[src/rtl/pwm_timer8.sv]
`timescale 1ns/1ps
module pwm_timer8 #(
  parameter int W = 8
) (
  input  logic         clk,
  input  logic         rst_n,
  input  logic         tick,
  input  logic         pc_mode,
  input  logic         top_sel,
  input  logic [W-1:0] cmp_a,
  input  logic [W-1:0] cmp_b,
  input  logic [1:0]   mode_a,
  input  logic [1:0]   mode_b,
  input  logic         port_a,
  input  logic         port_b,
  output logic [W-1:0] count,
  output logic         ovf,
  output logic         out_a,
  output logic         out_b
);
  localparam logic [W-1:0] MAXV = {W{1'b1}};

  logic [W-1:0] cnt, a_buf, b_buf;
  logic dir, ovf_r, wave_a, wave_b;

  wire [W-1:0] top_cur = top_sel ? a_buf : MAXV;
  wire [W-1:0] up_n    = (cnt == MAXV) ? cnt : cnt + 1'b1;
  wire [W-1:0] dn_n    = (cnt == '0) ? cnt : cnt - 1'b1;
  wire         f_wrap  = (cnt == top_cur) || (cnt == MAXV);
  wire         pc_turn = pc_mode && dir && (up_n >= top_cur);
  wire [W-1:0] nxt     = pc_mode ? (dir ? up_n : dn_n) : (f_wrap ? '0 : cnt + 1'b1);
  wire         bot_ev  = pc_mode ? (!dir && nxt == '0) : f_wrap;
  wire         load    = pc_mode ? pc_turn : f_wrap;
  wire [W-1:0] a_n     = load ? cmp_a : a_buf;
  wire [W-1:0] b_n     = load ? cmp_b : b_buf;
  wire [W-1:0] top_n   = top_sel ? a_n : MAXV;
  wire         dir_n   = pc_mode ? (pc_turn ? 1'b0 : (bot_ev ? 1'b1 : dir)) : 1'b1;

  function automatic logic wave_next(
    input logic w, input logic [1:0] m, input logic [W-1:0] ocr, input logic tog_ok,
    input logic [W-1:0] nx, input logic [W-1:0] tp, input logic pc, input logic up,
    input logic bot, input logic topev);
    logic special, hit, r;
    special = m[1] && (ocr == tp);
    hit     = (nx == ocr) && !special;
    r       = w;
    if (m == 2'b01) begin
      if (tog_ok && hit) r = ~w;
    end else if (m[1]) begin
      if (pc) begin
        if (hit)                   r = up ? m[0] : ~m[0];
        else if (special && topev) r = ~m[0];
      end else begin
        if (bot) r = ~m[0];
        if (hit) r = m[0];
      end
    end
    return r;
  endfunction

  wire wa_n = wave_next(wave_a, mode_a, a_n, top_sel, nxt, top_n, pc_mode, dir_n, bot_ev, pc_turn);
  wire wb_n = wave_next(wave_b, mode_b, b_n, 1'b0,    nxt, top_n, pc_mode, dir_n, bot_ev, pc_turn);

  always_ff @(posedge clk or negedge rst_n) begin
    if (!rst_n) begin
      cnt    <= '0;
      dir    <= 1'b1;
      a_buf  <= MAXV;
      b_buf  <= MAXV;
      wave_a <= 1'b0;
      wave_b <= 1'b0;
      ovf_r  <= 1'b0;
    end else begin
      ovf_r <= tick && bot_ev;
      if (tick) begin
        cnt    <= nxt;
        dir    <= dir_n;
        a_buf  <= a_n;
        b_buf  <= b_n;
        wave_a <= wa_n;
        wave_b <= wb_n;
      end
    end
  end

  wire con_a = mode_a[1] || (mode_a == 2'b01 && top_sel);
  wire con_b = mode_b[1];

  assign count = cnt;
  assign ovf   = ovf_r;
  assign out_a = con_a ? wave_a : port_a;
  assign out_b = con_b ? wave_b : port_b;
endmodule


[config.mk]
export PLATFORM = sky130hd
export DESIGN_NAME = pwm_timer8
export DESIGN_NICKNAME = d
export VERILOG_FILES = /design/src/rtl/pwm_timer8.sv
export SDC_FILE = /design/constraint.sdc
export NUM_CORES = 1
export LEC_CHECK = 0
export CORE_MARGIN = 10
export CORE_UTILIZATION = 43
export DETAILED_ROUTE_END_ITERATION = 6
export PLACE_DENSITY = 0.61
export SLEW_MARGIN = 15
export SYNTH_ARGS = -nofsm -noshare
export SYNTH_HDL_FRONTEND = slang
export SYNTH_SLANG_ARGS = --single-unit
[constraint.sdc]
create_clock -name clk -period 5.27 [get_ports clk]
set_input_delay 1.581 -clock clk [delete_from_list [all_inputs] [get_ports clk]]
set_output_delay 1.581 -clock clk [all_outputs]
set_load 0.02 [all_outputs]
==> flow_summary.ini <==
[outcome]
outcome = complete, no violations

[final_layout]
share_of_post_route_cells_with_drive_strength_above_1_pct = 23.4
nNetsFinal = 534
areaGrowthSynthToFinish_pct = 27.3
filler_cell_count = 726
finalCoreUtilization_pct = 56.6
combined_area_of_the_multi_input_logic_cells_um2 = 2320
num_antenna_cells = 0
mostFrequentLayoutCell = sky130_fd_sc_hd__buf_4
seqCellArea_um2 = 722
layout.cells.non_filler = 594
commonest_non_fill_non_tap_cells_in_the_layout = sky130_fd_sc_hd__buf_4, sky130_fd_sc_hd__nand2_1, sky130_fd_sc_hd__clkdlybuf4s50_1

[grt]
met3_usage_pct = 2.63
antenna_found_initial = 0
grt.total_usage_pct = 19.2
grt_overflow = 0
grt_max_degree = 23
grt_pass1_vias = 3377
grt.met2_usage_pct = 32.4
global_route.peak_usage_layer = met2
gr-usage-met1_pct = 24.2
first_pass_grt_wire_length_um = 17700

[sta]
layout_min_cycle_time_ns = 5.08
max_slew_margin_pct = 43.7
setup_viol_count_final = 0
fin_hold_ws_ns = 0.501
final.setup_skew_ns = 0.00415
max_clock_freq_ghz = 0.197
final-hold-violation-count = 0
tightest_slew_ns = 0.841
finalMaxSlewViolations = 0
fin_crit_sh_pct = 96.3

[placed_design]
gp_routability_congestion = 0.943
portBuffers = 37
dp.cells = 589
place_hpwl_um = 9020

[clock_tree]
clkTransAtPathRegs_ns = 0.11
tritoncts_num_sinks = 28
clk-insertion-delay-late_ns = 0.29
clock_tree_root = sky130_fd_sc_hd__clkbuf_8
tritoncts.num_buffers = 3
holdBufCountCts = 0
cts_tree = built
clock_tree.htree_level_count = 1
clockBufferDepth = 2

[setup_path]
crit_path_max_fanout = 8
critPathMaxStageDelay_ns = 0.50
worstPathRequired_ns = 5.45
critical_path_class = primary input to flop
critPathTopFamily = compound AO/OA/AOI/OAI gates
buffers_plus_inverters_on_the_worst_setup_path = 3
crit_path_end_kind = flop
timing.critical_path.cells = clkdlybuf4s50_1 > nand2b_1 > ha_1 > nand2b_1 > a2111o_1 > a311o_1 > a31oi_1 > buf_4 > buf_4 > nor3_1 > o21a_1 > nor4b_2 > nand4_1 > or4_1 > o21ai_1 > mux2i_1
worst_setup_path_start_kind = primary input
critPathSlowestCell = sky130_fd_sc_hd__clkdlybuf4s50_1
data_arrival_time_at_the_worst_slack_endpoint_ns = 5.26

[routing]
drt-vias-per-instance = 6.07
wire_per_inst_um = 19.2
post-route-drc-count = 0
drt.antenna.violating_nets = 0
dr_pass1_iterations = 5
drt_iter0_markers = 321
dr_total_vias = 3608
drt_wl_total_um = 11400

[floorplanning]
fp.coreArea_um2 = 7250
design.portCount = 38
chipWidth_um = 107
die_y_um = 107
core.rowCount = 31
floorplan.die_area_um2 = 11400
initial_utilization_pct = 44.5

[power_and_ir_drop]
vdd_drop_max_uv = 238
power_density_nw_per_um2 = 548
p_int_mw = 1.17
netSwitchingPower_mw = 1.08
combinational_group_share_of_total_power_pct = 71.2
power.share.sequential_pct = 22.4
overall_power_after_layout_mw = 2.25
cellLeakagePower_nw = 1.68
power.share.switching_pct = 47.8
clock_power_share_pct = 6.3

[synth]
synth_edf_count = 0
avgSynthCellArea_um2 = 7.57
netlist_instances = 426
synth.ff_latch_count = 28
yosys.area.top_type_share_pct = 13.9
synth-async-reset-ratio_pct = 100
post_synth_instance_area_um2 = 3220
yosysWarningCount = 0
ys_top_cells_by_area = sky130_fd_sc_hd__dfstp_2, sky130_fd_sc_hd__dfrtp_1, sky130_fd_sc_hd__a21oi_1
synth_cell_type_count = 70
synth_fp_nets = 464
synth_sequential_area_ratio_pct = 22.4
synth_top_flop_cell = sky130_fd_sc_hd__dfstp_2
synth.largest_area_cell = sky130_fd_sc_hd__dfstp_2

[worst_hold_path]
timing.hold.worst.class = flop to flop

[job]
maxCapViolations = 0
==> layer usage <==
layer  wire length [um]  vias up
li1                   -     1724
met1               4890     1710
met2               5360      147
met3                774       27
met4                363        0
met5                  0        -
==> state kept, by name, summed over array words and instances (netlist names) <==
| name | count |
|---|---|
| ovf | 1 |
| a_buf | 8 |
| wave_a | 1 |
| dir | 1 |
| wave_b | 1 |
| count | 8 |
| b_buf | 8 |
==> stage by stage <==
| step | instance area [um^2] | setup WS, ns | setup TNS [ns] |
|---|---|---|---|
| final | 4110 | 0.194 | 0 |
| after CTS | 4050 | 0.112 | 0 |
| after global placement | 4000 | -0.0753 | -0.126 |
| after detailed placement | 4000 | -0.185 | -0.343 |
| after floorplan | 3220 | 0.333 | 0 |
| after global routing | 4110 | -0.0221 | -0.0221 |
==> final timing paths <==
| kind | from | to | slack (ns) | depth (start not counted) |
|---|---|---|---|---|
| min in group asynchronous | rst_n | wave_b | 1.77 | 1 |
| worst min register to register | b_buf[0] | b_buf[0] | 0.50 | 2 |
| worst max register to register | count[1] | wave_a | 0.81 | 17 |
| worst min-delay path | b_buf[0] | b_buf[0] | 0.50 | 2 |
| worst max-delay path | top_sel | wave_a | 0.19 | 16 |
| max in group asynchronous | rst_n | a_buf[3] | 2.63 | 3 |
==> power groups by stage <==
stage / Clock, mW / Combinational [mW] / Sequential (mW)
after global routing: 0.152 / 1.74 / 0.518
after global placement: 0 / 1.50 / 0.503
final: 0.143 / 1.60 / 0.505
after CTS: 0.145 / 1.53 / 0.500
after floorplan: 0 / 0.993 / 0.461
after detailed placement: 0 / 1.53 / 0.504
==> worst reg2reg max path: cells and delay by family (launching register included) <==
family                     cells  cell delay [ns]
and+or+nand+nor                6             1.45
muxes                          1             0.08
xor gates and xnor gates       1             0.16
AOI/OAI and AO/OA              5             1.31
buffers and inverters          2             0.32
adders and majority gates      2             0.63
DFF                            1             0.40
==> Yosys cell counts (3+ instances only) <==
| cell type | instances |
|---|---|
| sky130_fd_sc_hd__nor2_1 | 26 |
| sky130_fd_sc_hd__nor4_1 | 6 |
| sky130_fd_sc_hd__inv_1 | 21 |
| sky130_fd_sc_hd__or3_1 | 4 |
| sky130_fd_sc_hd__o22ai_1 | 3 |
| sky130_fd_sc_hd__o21a_1 | 6 |
| sky130_fd_sc_hd__ha_1 | 11 |
| sky130_fd_sc_hd__a2111o_1 | 3 |
| sky130_fd_sc_hd__xor2_1 | 8 |
| sky130_fd_sc_hd__a21boi_0 | 4 |
| sky130_fd_sc_hd__o21ai_0 | 31 |
| sky130_fd_sc_hd__o31ai_1 | 3 |
| sky130_fd_sc_hd__nor2b_1 | 6 |
| sky130_fd_sc_hd__buf_2 | 7 |
| sky130_fd_sc_hd__or4_1 | 4 |
| sky130_fd_sc_hd__nand2_1 | 42 |
| sky130_fd_sc_hd__mux2_2 | 13 |
| sky130_fd_sc_hd__mux2i_1 | 4 |
| sky130_fd_sc_hd__clkbuf_1 | 18 |
| sky130_fd_sc_hd__o21ai_1 | 3 |
| sky130_fd_sc_hd__nand4_1 | 7 |
| sky130_fd_sc_hd__and2_1 | 3 |
| sky130_fd_sc_hd__or3b_2 | 3 |
| sky130_fd_sc_hd__and3_1 | 14 |
| sky130_fd_sc_hd__nand3_1 | 20 |
| sky130_fd_sc_hd__nand2b_1 | 4 |
| sky130_fd_sc_hd__a211oi_1 | 3 |
| sky130_fd_sc_hd__nor4b_1 | 4 |
| sky130_fd_sc_hd__a21oi_1 | 32 |
| sky130_fd_sc_hd__dfrtp_1 | 11 |
| sky130_fd_sc_hd__dfstp_2 | 17 |
| sky130_fd_sc_hd__nor3_1 | 18 |
| sky130_fd_sc_hd__xnor2_1 | 9 |
| sky130_fd_sc_hd__a32o_1 | 3 |
| sky130_fd_sc_hd__a31oi_1 | 6 |
| sky130_fd_sc_hd__a22oi_1 | 3 |
==> cell type report <==
cell class | instances | share of cell area [%]
Timing Repair Buffer | 95 | 19.6
Multi-Input combinational cell | 347 | 56.5
Tap cell | 99 | 3.02
Inverter | 21 | 1.92
Sequential cell | 28 | 17.6
Clock buffer | 4 | 1.34
==> logic make-up (layout without fill, tap and decap cells) <==
group | Yosys count | count (layout) | share of synthesized area (%)
buffers and inverters | 51 | 120 | 7.02
adders and majority gates | 11 | 11 | 4.27
DFF | 28 | 28 | 22.4
xor gates and xnor gates | 17 | 17 | 4.62
muxes | 18 | 18 | 6.48
AOI/OAI and AO/OA | 129 | 129 | 27.0
and+or+nand+nor | 172 | 172 | 28.2
==> timing repair <==
action,CTS,global route
setup buffers,0,1
gates resized for setup,0,9
setup endpoints to repair,0,2
Note: power is estimated with default switching activity, not from simulation.
